### src/rtl/vidfb_csr_pkg.sv
// Package: shared slot indices, widths and reset values for the framebuffer
// control bank. Assumes a 32-bit data path and a fixed map of fourteen slots.
package vidfb_csr_pkg;

    localparam int DATA_W       = 32;
    localparam int NUM_REGS     = 14;
    localparam int IDX_W        = $clog2(NUM_REGS);
    localparam int ALIGN_BITS   = 5;   // start address must sit on 2**ALIGN_BITS bytes
    localparam int CTL_HOLD_BIT = 0;
    localparam logic [DATA_W-1:0] H_ACT_RST = 32'd640;
    localparam logic [DATA_W-1:0] V_ACT_RST = 32'd480;

    typedef enum logic [IDX_W-1:0] {
        IX_CTL       = 4'd0,
        IX_H_ACT     = 4'd1,
        IX_H_SYB     = 4'd2,
        IX_H_SYE     = 4'd3,
        IX_H_TOT     = 4'd4,
        IX_V_ACT     = 4'd5,
        IX_V_SYB     = 4'd6,
        IX_V_SYE     = 4'd7,
        IX_V_TOT     = 4'd8,
        IX_BASE      = 4'd9,
        IX_BASE_VIEW = 4'd10,
        IX_BURST     = 4'd11,
        IX_LINK      = 4'd12,
        IX_PIXCLK    = 4'd13
    } slot_e;

    // Reset value of a slot given its index.
    function automatic logic [DATA_W-1:0] reset_value(input int idx);
        if (idx == int'(IX_CTL))        return 32'd1;
        else if (idx == int'(IX_H_ACT)) return H_ACT_RST;
        else if (idx == int'(IX_V_ACT)) return V_ACT_RST;
        else                            return '0;
    endfunction

endpackage

### src/rtl/vidfb_csr_decode.sv
// Module: address decoder. It turns a byte address into a slot index, a
// one-hot select and a legality flag. Assumes word access only: any address
// with nonzero low two bits, or past the last slot, is not a hit.
module vidfb_csr_decode
    import vidfb_csr_pkg::*;
#(
    parameter int ADDR_W = 8
) (
    input  logic [ADDR_W-1:0]   addr,
    output logic [IDX_W-1:0]    idx,
    output logic                hit,
    output logic [NUM_REGS-1:0] sel
);
    localparam int WORD_W = ADDR_W - 2;

    logic [WORD_W-1:0] word;
    logic              aligned;

    // Split the byte address into word index and alignment.
    always_comb begin
        word    = addr[ADDR_W-1:2];
        aligned = (addr[1:0] == 2'b00);
        hit     = aligned && (word < WORD_W'(NUM_REGS));
        idx     = word[IDX_W-1:0];
    end

    for (genvar i = 0; i < NUM_REGS; i++) begin : g_sel
        assign sel[i] = hit && (word == WORD_W'(i));
    end

endmodule

### src/rtl/vidfb_csr_base.sv
// Module: start-address slot. It accepts only 32-byte aligned data, trims
// accepted data with FB_MASK and pulses invalidate for one cycle. Assumes the
// caller presents wr_en only for a legal write aimed at this slot.
module vidfb_csr_base
    import vidfb_csr_pkg::*;
#(
    parameter logic [DATA_W-1:0] FB_MASK = 32'hFFFF_FFFF
) (
    input  logic              clk,
    input  logic              rst_n,
    input  logic              wr_en,
    input  logic [DATA_W-1:0] wdata,
    output logic [DATA_W-1:0] base_q,
    output logic              inval_q,
    output logic              reject
);
    logic misalign;

    // Flag data that is off the required boundary.
    always_comb begin
        misalign = |wdata[ALIGN_BITS-1:0];
        reject   = wr_en && misalign;
    end

    // Store the accepted address and raise the invalidate pulse.
    always_ff @(posedge clk) begin
        if (!rst_n) begin
            base_q  <= '0;
            inval_q <= 1'b0;
        end else begin
            inval_q <= wr_en && !misalign;
            if (wr_en && !misalign) base_q <= wdata & FB_MASK;
        end
    end

    assert_base_reject_R4: assert property (@(posedge clk) disable iff (!rst_n)
        (wr_en && misalign) |=> ($stable(base_q) && !inval_q));

    assert_base_accept_R5: assert property (@(posedge clk) disable iff (!rst_n)
        (wr_en && !misalign) |=> (inval_q && base_q == ($past(wdata) & FB_MASK)));

endmodule

### src/rtl/vidfb_csr_bank.sv
// Module: general slot storage and the geometry-change pulse. Each slot is a
// flop with its reset value. The start-address slot and its view are held
// elsewhere and read as zero here. Assumes wr_sel is already qualified.
module vidfb_csr_bank
    import vidfb_csr_pkg::*;
(
    input  logic                             clk,
    input  logic                             rst_n,
    input  logic [NUM_REGS-1:0]              wr_sel,
    input  logic [DATA_W-1:0]                wdata,
    output logic [NUM_REGS-1:0][DATA_W-1:0]  regs_q,
    output logic                             resize_q
);
    logic [DATA_W-1:0] store_q [NUM_REGS];
    logic              touch;
    logic              hold_after;

    for (genvar i = 0; i < NUM_REGS; i++) begin : g_slot
        localparam bit STORED = (i != int'(IX_BASE)) && (i != int'(IX_BASE_VIEW));
        // Hold one slot, loaded on its own select.
        always_ff @(posedge clk) begin
            if (!rst_n)                  store_q[i] <= reset_value(i);
            else if (STORED && wr_sel[i]) store_q[i] <= wdata;
        end
        assign regs_q[i] = store_q[i];
    end

    // Work out the hold bit as it stands once this write lands.
    always_comb begin
        touch      = wr_sel[IX_CTL] | wr_sel[IX_H_ACT] | wr_sel[IX_V_ACT];
        hold_after = wr_sel[IX_CTL] ? wdata[CTL_HOLD_BIT]
                                    : store_q[IX_CTL][CTL_HOLD_BIT];
    end

    // Pulse on a geometry write that leaves the display running.
    always_ff @(posedge clk) begin
        if (!rst_n) resize_q <= 1'b0;
        else        resize_q <= touch && !hold_after;
    end

    assert_resize_running_R7: assert property (@(posedge clk) disable iff (!rst_n)
        resize_q |-> !store_q[IX_CTL][CTL_HOLD_BIT]);

    assert_enable_rise_R2: assert property (@(posedge clk) disable iff (!rst_n)
        $fell(store_q[IX_CTL][CTL_HOLD_BIT]) |-> $past(wr_sel[IX_CTL]));

endmodule

### src/rtl/vidfb_csr.sv
// Module: framebuffer control bank top. It decodes the word bus, routes
// writes, refuses illegal accesses with a one-cycle error, registers read
// data and presents the stored configuration to the scan generator.
// Assumes reads and writes complete in one cycle with no wait states.
module vidfb_csr
    import vidfb_csr_pkg::*;
#(
    parameter int                ADDR_W    = 8,
    parameter logic [DATA_W-1:0] FB_MASK   = 32'hFFFF_FFFF,
    parameter logic [DATA_W-1:0] FB_OFFSET = 32'h0000_0000
) (
    input  logic              clk,
    input  logic              rst_n,
    input  logic              bus_rd,
    input  logic              bus_wr,
    input  logic [ADDR_W-1:0] bus_addr,
    input  logic [DATA_W-1:0] bus_wdata,
    output logic [DATA_W-1:0] bus_rdata,
    output logic              bus_err,
    output logic              disp_en,
    output logic              resize_pulse,
    output logic              inval_pulse,
    output logic [DATA_W-1:0] h_active,
    output logic [DATA_W-1:0] h_sync_beg,
    output logic [DATA_W-1:0] h_sync_end,
    output logic [DATA_W-1:0] h_total,
    output logic [DATA_W-1:0] v_active,
    output logic [DATA_W-1:0] v_sync_beg,
    output logic [DATA_W-1:0] v_sync_end,
    output logic [DATA_W-1:0] v_total,
    output logic [DATA_W-1:0] fb_base,
    output logic [DATA_W-1:0] burst_len
);
    logic [IDX_W-1:0]                    dec_idx;
    logic                                dec_hit;
    logic [NUM_REGS-1:0]                 dec_sel;
    logic                                wr_legal;
    logic [NUM_REGS-1:0]                 bank_sel;
    logic                                base_wr;
    logic                                base_reject;
    logic [DATA_W-1:0]                   base_q;
    logic [NUM_REGS-1:0][DATA_W-1:0]     bank_q;
    logic                                err_now;
    logic [DATA_W-1:0]                   rd_val;

    vidfb_csr_decode #(.ADDR_W(ADDR_W)) u_decode (
        .addr (bus_addr),
        .idx  (dec_idx),
        .hit  (dec_hit),
        .sel  (dec_sel)
    );

    // Qualify writes: the view slot is read-only.
    always_comb begin
        wr_legal = bus_wr && dec_hit && !dec_sel[IX_BASE_VIEW];
        bank_sel = wr_legal ? dec_sel : '0;
        base_wr  = wr_legal && dec_sel[IX_BASE];
    end

    vidfb_csr_bank u_bank (
        .clk      (clk),
        .rst_n    (rst_n),
        .wr_sel   (bank_sel),
        .wdata    (bus_wdata),
        .regs_q   (bank_q),
        .resize_q (resize_pulse)
    );

    vidfb_csr_base #(.FB_MASK(FB_MASK)) u_base (
        .clk     (clk),
        .rst_n   (rst_n),
        .wr_en   (base_wr),
        .wdata   (bus_wdata),
        .base_q  (base_q),
        .inval_q (inval_pulse),
        .reject  (base_reject)
    );

    // Gather every reason for refusing this cycle's access.
    always_comb begin
        err_now = ((bus_rd || bus_wr) && !dec_hit)
                || (bus_wr && dec_sel[IX_BASE_VIEW])
                || base_reject;
    end

    // Select read data; both start-address slots return the stored address.
    always_comb begin
        if (!dec_hit)                                   rd_val = '0;
        else if (dec_sel[IX_BASE] || dec_sel[IX_BASE_VIEW]) rd_val = base_q;
        else                                            rd_val = bank_q[dec_idx];
    end

    // Register the bus response.
    always_ff @(posedge clk) begin
        if (!rst_n) begin
            bus_rdata <= '0;
            bus_err   <= 1'b0;
        end else begin
            bus_rdata <= bus_rd ? rd_val : '0;
            bus_err   <= err_now;
        end
    end

    // Present stored configuration to the scan generator.
    always_comb begin
        disp_en    = !bank_q[IX_CTL][CTL_HOLD_BIT];
        h_active   = bank_q[IX_H_ACT];
        h_sync_beg = bank_q[IX_H_SYB];
        h_sync_end = bank_q[IX_H_SYE];
        h_total    = bank_q[IX_H_TOT];
        v_active   = bank_q[IX_V_ACT];
        v_sync_beg = bank_q[IX_V_SYB];
        v_sync_end = bank_q[IX_V_SYE];
        v_total    = bank_q[IX_V_TOT];
        burst_len  = bank_q[IX_BURST];
        fb_base    = base_q + FB_OFFSET;
    end

    assert_bad_read_zero_R9: assert property (@(posedge clk) disable iff (!rst_n)
        (bus_rd && !dec_hit) |=> (bus_rdata == '0 && bus_err));

    assert_view_write_refused_R6: assert property (@(posedge clk) disable iff (!rst_n)
        (bus_wr && dec_sel[IX_BASE_VIEW]) |=> (bus_err && $stable(base_q)));

    assert_idle_no_data_R10: assert property (@(posedge clk) disable iff (!rst_n)
        (!bus_rd) |=> (bus_rdata == '0));

endmodule

### config.mk
export PLATFORM = sky130hd
export DESIGN_NAME = vidfb_csr
export DESIGN_NICKNAME = d
export VERILOG_FILES = /design/src/rtl/vidfb_csr_pkg.sv /design/src/rtl/vidfb_csr_decode.sv /design/src/rtl/vidfb_csr_base.sv /design/src/rtl/vidfb_csr_bank.sv /design/src/rtl/vidfb_csr.sv
export SDC_FILE = /design/constraint.sdc
export NUM_CORES = 1
export LEC_CHECK = 0
export BUFFER_PORTS_ARGS = -buffer_cell sky130_fd_sc_hd__buf_2
export CORE_ASPECT_RATIO = 2
export CORE_MARGIN = 2
export CORE_UTILIZATION = 35
export CTS_BUF_LIST = sky130_fd_sc_hd__clkbuf_4 sky130_fd_sc_hd__clkbuf_8 sky130_fd_sc_hd__clkbuf_16
export CTS_CLUSTER_DIAMETER = 150
export CTS_CLUSTER_SIZE = 12
export DETAILED_ROUTE_END_ITERATION = 10
export GPL_ROUTABILITY_DRIVEN = 0
export HOLD_SLACK_MARGIN = 0.06
export SYNTH_ARGS = -nofsm -noshare
export SYNTH_HDL_FRONTEND = slang
export SYNTH_HIERARCHICAL = 1
export SYNTH_SLANG_ARGS = --single-unit
### constraint.sdc
create_clock -name clk -period 5.7 [get_ports clk]
set_input_delay 1.425 -clock clk [delete_from_list [all_inputs] [get_ports clk]]
set_output_delay 1.425 -clock clk [all_outputs]
set_load 0.05 [all_outputs]
==> results of run 1 <==
==> state kept, by name, summed over array words and instances, names as in the netlist <==
| name | count |
|---|---|
| u_base/base_q | 32 |
| u_base/inval_q | 1 |
| bus_rdata | 32 |
| u_bank/resize_q | 1 |
| bus_err | 1 |
| u_bank/store_q | 384 |
==> cell type report <==
| type | instances | share of cell area [%] |
|---|---|---|
| Multi-Input combinational cell | 966 | 29.3 |
| Timing Repair Buffer | 430 | 9.16 |
| Sequential cell | 451 | 52.4 |
| Antenna cell | 4 | 0.0407 |
| Clock buffer | 61 | 5.00 |
| Inverter | 1 | 0.0153 |
| Tap cell | 774 | 3.94 |
| Clock inverter | 3 | 0.132 |
==> worst max-delay path by stage <==
| stage | from | to | slack, ns | cells after the start |
|---|---|---|---|---|
| 6_report | bus_addr[7] | u_bank/store_q[2][104]$_SDFFCE_PN0P_ | 1.48 | 8 |
| 3_3_place_gp | bus_addr[7] | u_bank/store_q[2][115]$_SDFFCE_PN0P_ | 0.96 | 8 |
| 5_1_grt | bus_addr[7] | u_bank/store_q[2][101]$_SDFFCE_PN0P_ | 1.24 | 8 |
| 2_1_floorplan | bus_addr[7] | u_bank/store_q[1][32]$_SDFFCE_PN0P_ | 1.22 | 10 |
| 3_5_place_dp | bus_addr[7] | u_bank/store_q[2][122]$_SDFFCE_PN0P_ | 0.95 | 8 |
| 4_1_cts | bus_addr[7] | u_bank/store_q[2][100]$_SDFFCE_PN0P_ | 1.54 | 8 |
==> worst min-delay path: cells and delay by family, from the launching register on <==
family | cells | cell delay (ns)
and+or+nand+nor | 1 | 0.05
DFF | 1 | 0.32
muxes | 1 | 0.05
==> power by group through the flow <==
stage / clock, W / combinational, W / sequential [W]
global placement: 0 / 0.00100 / 0.00388
floorplan: 0 / 0.000363 / 0.00423
finish: 0.00273 / 0.00101 / 0.00382
CTS: 0.00277 / 0.00101 / 0.00382
global route: 0.00287 / 0.00105 / 0.00383
detailed placement: 0 / 0.00101 / 0.00389
==> per-layer routing <==
layer	vias to the layer above	global-route usage [%]	share of wire, %
li1	6486	-	-
met1	7429	27.9	38
met2	704	37.4	49
met3	151	5.52	8.2
met4	4	10.7	4.8
met5	-	0	0.034
==> metrics by stage <==
stage               hold WS [ns]  instance area [um2]  setup WS (ns)  cells  total power (W)
floorplan                  0.539                21400           1.22   1661          0.00460
global placement           0.456                23300          0.965   2622          0.00488
detailed placement         0.466                23300          0.945   2622          0.00490
CTS                        0.474                24600           1.54   2686          0.00760
global route               0.499                24600           1.24   2689          0.00776
finish                     0.479                24600           1.48   2690          0.00756
==> flow_metrics.tcl, run 1 <==
set metrics [dict create \
    clkTransAtPathRegs_ns 0.06 \
    grt_max_degree 127 \
    cts-root-buf "clkbuf_16" \
    drc 0 \
    switching_share_pct 28.0 \
    start_util_pct 35.3 \
    std_cell_rows 127 \
    worstHoldStart "u_base/base_q[28]$_SDFFE_PN0P_" \
    nFillCells 5587 \
    crit_family "simple AND/OR/NAND/NOR gates" \
    cp_num_buf_inv 2 \
    start_kind "primary input" \
    antenna_found_initial 6 \
    p_seq_share_pct 50.5 \
    core_area_mm2 0.0599 \
    ant_nets 0 \
    fmax_mhz 237 \
    clk_latency_ns 0.58 \
    post-dp-hpwl_mm 51.8 \
    whs_endpoint "u_base/base_q[28]$_SDFFE_PN0P_" \
    critPathKind "primary input to register" \
    drive_gt1_share_pct 31.3 \
    crit-reg2reg-launch "u_bank/store_q[1][103]$_SDFFCE_PN0P_" \
    relSlewSlack_pct 26.2 \
    r2r_end "bus_rdata[7]$_SDFF_PN0_" \
    layout_commonest_cell "buf_2" \
    combPwrFrac_pct 13.3 \
    io-pin-count 400 \
    cp_slowest_cell "nand2b_2" \
    cts_tree "built" \
    post_cts_buffers 0 \
    clk_path_buf_depth 3 \
    syn_to_final_growth_pct 16.3 \
    synth-warning-count 6 \
    grt_setup_unrepaired "false" \
    htree_levels 2 \
    seqCellArea_mm2 0.0129 \
    tns_ns 0 \
    drtIter0Drc 1309 \
    crit_path_cell_trace "buf_2 -> or4_4 -> a31oi_1 -> nand2_1 -> nor2_1 -> and2_1 -> buf_4 -> nand2b_2" \
    ctsHoldBuffers 0 \
    num_vias 14800 \
    grt_pass1_vias 15000 \
    hold_class "register to register" \
    maxCapViolCount 0 \
    drv_slew 0 \
    post_cts_resized 0 \
    port_buffers 399 \
    worstMarginPinSlew_ns 1.11 \
    syn-instance-count 1598 \
    power.density_mw_per_mm2 307 \
    skew_ns 0.0245 \
    multi_input_area_mm2 0.00721 \
    fp.dieW_um 178 \
    final_nets 1937 \
    crit_required_ns 5.88 \
    syn_area_mm2 0.0211 \
    critical_path.max_stage_delay_ns 0.80 \
    worstPathArrival_ns 4.40 \
    timing.final.crit_share_pct 73.9 \
    avgSynthCellArea_um2 13.2 \
    wl_per_cell_um 27.1 \
    r2r_cells 4 \
    clkPwrFrac_pct 36.1 \
    track_usage_pct 22.7 \
    setup_viol_count_final 0 \
    leakage_nw 10.7 \
    die_area_mm2 0.0625 \
    outcome "finished, final reports clean" \
    die_h_um 351 \
    hold_viol 0 \
    avgViaCountPerCell 5.49 \
    grt_pass1_wl_mm 103 \
    mostFrequentLayoutCells "395 x buf_2, 384 x edfxtp_1, 377 x and3_1" \
    numClockSinks 451 \
    first_pass_iters 5 \
    p_switching_w 0.00211 \
    fin_crit_ns 4.22 \
    routed_wl_mm 72.9 \
    peakVddDrop_uv 258 \
    hold_depth 2 \
    end_kind "register" \
    p_int_w 0.00544 \
    grt-ovfl-total 0 \
    critPathMaxFanout 33 \
    numCtsBuffers 43 \
    ff2ff_setup_slack_ns 3.88 \
    finish.utilization_pct 41.0 \
]
(Power assumes the default switching activity.)
==> run 2: changes to the inputs <==
==> constraint.sdc (replaced) <==
create_clock -name clk -period 3.6 [get_ports clk]
set_input_delay 0.9 -clock clk [delete_from_list [all_inputs] [get_ports clk]]
set_output_delay 0.9 -clock clk [all_outputs]
set_load 0.05 [all_outputs]
==> run 2 against run 1 <==
  * Clock-buffer cell count is 15 higher
  * Final area is 2.6% higher
  * Via count is 0.99% higher
  * First-iteration DRC count is 6.3% lower
  * Highest routed layer unchanged
  * Utilization is 1.1 points higher
  * Critical path type unchanged
  * Global-route usage is 0.34 points higher
  * Cell count is 1.9% higher
  * Total power is 61% higher
==> flow_metrics.tcl, run 2 (synthesis results as in run 1) <==
set metrics [dict create \
    start_kind "primary input" \
    fmax_mhz 347 \
    drtIter0Drc 1226 \
    num_vias 14900 \
    drc 0 \
    post_cts_resized 0 \
    post-dp-hpwl_mm 52.4 \
    crit_required_ns 4.02 \
    hold_viol 0 \
    worstPathArrival_ns 3.30 \
    leakage_nw 11.1 \
    relSlewSlack_pct 36.6 \
    drv_slew 0 \
    p_int_w 0.00883 \
    ff2ff_setup_slack_ns 1.72 \
    placed_cell_area_mm2 0.0238 \
    switching_share_pct 27.6 \
    tns_ns 0 \
    clk_path_buf_depth 3 \
    grt_setup_unrepaired "false" \
    htree_levels 2 \
    final_cell_area_mm2 0.0252 \
    routed_wl_mm 73.8 \
    fp.dieW_um 178 \
    finish.utilization_pct 42.1 \
    grt-ovfl-total 0 \
    timing.final.crit_share_pct 80.1 \
    drive_gt1_share_pct 33.0 \
    first_pass_iters 5 \
    die_area_mm2 0.0625 \
    skew_ns 0.0158 \
    antenna_found_initial 11 \
    start_util_pct 35.3 \
    hold_depth 2 \
    setup_viol_count_final 0 \
    die_h_um 351 \
    power.density_mw_per_mm2 484 \
    clkTransAtPathRegs_ns 0.07 \
    worstMarginPinSlew_ns 0.952 \
    p_switching_w 0.00336 \
    grt_pass1_vias 15200 \
    mostFrequentLayoutCells "395 x buf_2, 384 x edfxtp_1, 377 x and3_1" \
    port_buffers 399 \
    critPathMaxFanout 32 \
    avgViaCountPerCell 5.44 \
    layout_commonest_cell "buf_2" \
    grt_pass1_wl_mm 105 \
    core_area_mm2 0.0599 \
    track_usage_pct 23.0 \
    stdcell_count 2741 \
    cts_tree "built" \
    largest_reg_flops 384 \
    hold_class "register to register" \
    whs_ns 0.469 \
    nFillCells 5581 \
    grt_max_degree 186 \
    std_cell_rows 127 \
    r2r_cells 4 \
    final_nets 1971 \
    clk_latency_ns 0.57 \
    ctsHoldBuffers 0 \
    ant_nets 0 \
    wl_per_cell_um 26.9 \
    placed_cells 2656 \
    p_seq_share_pct 49.4 \
    peakVddDrop_uv 396 \
    outcome "finished, final reports clean" \
    critPathKind "primary input to register" \
    top_register "u_bank/store_q" \
    post_cts_buffers 0 \
    combPwrFrac_pct 13.6 \
    maxCapViolCount 0 \
    reg.largest.list "u_bank/store_q x384, bus_rdata x32, u_base/base_q x32" \
    end_kind "register" \
    syn_to_final_growth_pct 19.4 \
    cts-root-buf "clkbuf_16" \
    clkPwrFrac_pct 37.1 \
    io-pin-count 400 \
    numCtsBuffers 43 \
    fin_crit_ns 2.88 \
    numClockSinks 451 \
]
[run 2: cell count changes in the layout (fill, tap and decap cells not counted), sizes merged]
| cell | before | now |
|---|---|---|
| buf | 430 | 464 |
| clkbuf | 61 | 76 |
| diode | 4 | 6 |
[run 2: path summary, 6_finish.rpt]
| check | start | to |
|---|---|---|
| setup reg to reg | u_bank/store_q[1][39]$_SDFFCE_PN1P_ | bus_rdata[7]$_SDFF_PN0_ |
| hold reg to reg | u_base/base_q[13]$_SDFFE_PN0P_ | bus_rdata[13]$_SDFF_PN0_ |
| setup / recovery | bus_addr[7] | u_bank/store_q[2][103]$_SDFFCE_PN0P_ |
| hold / removal | u_base/base_q[13]$_SDFFE_PN0P_ | bus_rdata[13]$_SDFF_PN0_ |
[run 2: per-layer routing]
layer,wire [um],share of wire [%],track usage [%]
met2,36600,50,38.8
met4,3730,5.1,11.2
met1,28000,38,28.0
met5,35,0.047,0
met3,5370,7.3,4.67
[run 2: layout make-up]
| class | count | area [um2] | share of cell area (%) |
|---|---|---|---|
| flip-flops and latches | 451 | 12900 | 51.0 |
| clock inverters | 3 | 32.5 | 0.129 |
| multi-input cells | 966 | 7210 | 28.6 |
| diodes | 6 | 15.0 | 0.0595 |
| well taps | 774 | 968 | 3.84 |
| inverters | 1 | 3.75 | 0.0149 |
| clock buffers | 76 | 1340 | 5.32 |
| repair buffers | 464 | 2780 | 11.0 |
[run 2: worst max-delay path, cell delays in order]
cell     delay [ns]
buf_2          0.09
or4_4          0.58
a31oi_1        0.26
nand2_1        0.11
nor2_1         0.41
buf_4          0.21
and2_1         0.13
buf_4          0.35
and3_1         0.25
[run 2: stage by stage]
stage          setup WS [ns]  power (W)
2_1_floorplan        0.00352    0.00728
3_3_place_gp           0.163    0.00777
3_5_place_dp           0.158    0.00780
4_1_cts                0.755     0.0123
5_1_grt                0.572     0.0125
6_report               0.718     0.0122
[run 2: power groups by stage]
stage	logic [W]	clock network [W]	registers, W
3_3_place_gp	0.00165	0	0.00612
2_1_floorplan	0.000578	0	0.00670
4_1_cts	0.00166	0.00461	0.00603
3_5_place_dp	0.00166	0	0.00614
6_report	0.00165	0.00452	0.00602
5_1_grt	0.00173	0.00477	0.00604
==> run 3: changes to the inputs <==
==> constraint.sdc (replaced) <==
create_clock -name clk -period 2.4 [get_ports clk]
set_input_delay 0.6 -clock clk [delete_from_list [all_inputs] [get_ports clk]]
set_output_delay 0.6 -clock clk [all_outputs]
set_load 0.05 [all_outputs]
==> run 3 against run 2 <==
  * Combinational power grew 56%
  * Flip-flop and latch count is the same
  * Cell count grew 1.6%
  * Worst setup slack lost 0.61 ns
  * Total power grew 50%
  * Non-clock buffer count grew 55
  * Global-route usage shrank 0.26 points
  * Sequential share of layout area shrank 1.5 points
==> flow_metrics.tcl, run 3 (synthesis results as in run 1) <==
set metrics [dict create \
    std_cell_rows 127 \
    track_usage_pct 22.8 \
    finalPower_w 0.0183 \
    routed_wl_mm 72.9 \
    num_vias 15100 \
    maxCapViolCount 0 \
    grt_pass1_wl_mm 104 \
    ctsHoldBuffers 0 \
    first_pass_iters 6 \
    grt_setup_unrepaired "false" \
    start_util_pct 35.3 \
    power.density_mw_per_mm2 705 \
    worstMarginPinSlew_ns 0.842 \
    drtIter0Drc 1347 \
    syn_to_final_growth_pct 22.9 \
    drive_gt1_share_pct 34.8 \
    core_area_mm2 0.0599 \
    drv_slew 0 \
    numCtsBuffers 43 \
    grt_max_degree 195 \
    skew_ns 0.0243 \
    clk_latency_ns 0.57 \
    leakage_nw 11.4 \
    drc 0 \
    start_kind "primary input" \
    timing.final.crit_share_pct 95.7 \
    largest_reg_flops 384 \
    htree_levels 2 \
    ant_nets 0 \
    mostFrequentLayoutCells "395 x buf_2, 384 x edfxtp_1, 377 x and3_1" \
    final_nets 2026 \
    post-dp-hpwl_mm 53.5 \
    reg.largest.list "u_bank/store_q x384, bus_rdata x32, u_base/base_q x32" \
    top_register "u_bank/store_q" \
    grt_pass1_vias 15300 \
    cpMostUsedCell "buf_4" \
    hold_class "primary input to register" \
    worstPathArrival_ns 2.71 \
    cts-root-buf "clkbuf_16" \
    cp_slowest_cell "or4_4" \
    crit_family "simple AND/OR/NAND/NOR gates" \
    grt-ovfl-total 0 \
    avgViaCountPerCell 5.43 \
    crit_path_cell_trace "buf_2 -> or4_4 -> a31oi_4 -> nand2_1 -> nor2_2 -> buf_4 -> and2_1 -> buf_4 -> and3_1" \
    fin_crit_ns 2.30 \
    antenna_found_initial 2 \
    finish.utilization_pct 43.3 \
    numClockSinks 451 \
    clkTransAtPathRegs_ns 0.07 \
    relSlewSlack_pct 43.9 \
    critical_path.max_stage_delay_ns 0.59 \
    die_area_mm2 0.0625 \
    end_kind "register" \
    port_buffers 399 \
    fmax_mhz 436 \
    io-pin-count 400 \
    outcome "finished, final reports clean" \
    cp_num_buf_inv 3 \
    wl_per_cell_um 26.2 \
    layout_commonest_cell "buf_2" \
    setup_viol_count_final 0 \
    clk_path_buf_depth 3 \
    critPathKind "primary input to register" \
    crit_required_ns 2.81 \
    peakVddDrop_uv 622 \
    hold_viol 0 \
    die_h_um 351 \
    cts_tree "built" \
    critPathMaxFanout 32 \
    fp.dieW_um 178 \
]
run 3: cell types whose count changed in the layout (fill, tap and decap cells not counted), sizes merged:
cell / delta
diode: -4
clkbuf: -5
buf: +55
clkinv: -1
inv: -1
run 3: power breakdown:
| part | internal (W) | switching (W) | leakage (nW) | total, W |
|---|---|---|---|---|
| clock network | 0.00375 | 0.00292 | 0.674 | 0.00667 |
| registers | 0.00882 | 0.000239 | 4.19 | 0.00906 |
| logic | 0.000712 | 0.00187 | 6.56 | 0.00258 |
run 3: final cells by class:
type                    count  area (um2)
repair buffers            519        3480
inverters                   1        3.75
diodes                      2        5.00
clock buffers              71        1320
well taps                 774         968
fillers                  5520       33900
flip-flops and latches    451       12900
multi-input cells         966        7310
clock inverters             1        7.51
run 3: layer usage:
layer | wire, um | global-route usage, %
met1 | 28300 | 28.7
met2 | 34900 | 37.3
met3 | 5550 | 4.01
met4 | 4140 | 12.0
met5 | 0 | 0
run 3: timing repair:
action,CTS,global route
setup endpoints to repair,1,10
resized for setup,0,3
pin swaps,0,1
cloned,0,0
buffers inserted,0,2
hold endpoints to repair,0,0
run 3: worst paths after layout:
path                                       startpoint                                   end  slack (ns)  cells after the start
setup reg to reg  u_bank/store_q[1][39]$_SDFFCE_PN1P_               bus_rdata[7]$_SDFF_PN0_        0.64                      4
hold / removal                           bus_wdata[6]         u_base/base_q[6]$_SDFFE_PN0P_        0.40                      3
setup / recovery                          bus_addr[7]  u_bank/store_q[0][117]$_SDFFCE_PN0P_        0.10                      9
hold reg to reg        u_base/base_q[19]$_SDFFE_PN0P_              bus_rdata[19]$_SDFF_PN0_        0.47                      2
run 3: worst register-to-register path, cell delays in order, from the launching register on:
cell,delay (ns)
edfxtp_1,0.48
mux4_2,0.50
mux2_2,0.31
a22o_1,0.21
a31o_1,0.18
run 3: metrics by stage:
stage	worst slack [ns]	instances	setup TNS (ns)	hold WS, ns	area [um2]
floorplan	-0.431	1661	-204.36	0.541	21500
global placement	-0.569	2709	-290.68	0.457	24600
detailed placement	-0.599	2709	-292.05	0.464	24600
CTS	-0.00175	2781	-0.00175	0.382	25900
global route	0.0271	2784	0	0.409	26000
finish	0.104	2785	0	0.400	26000
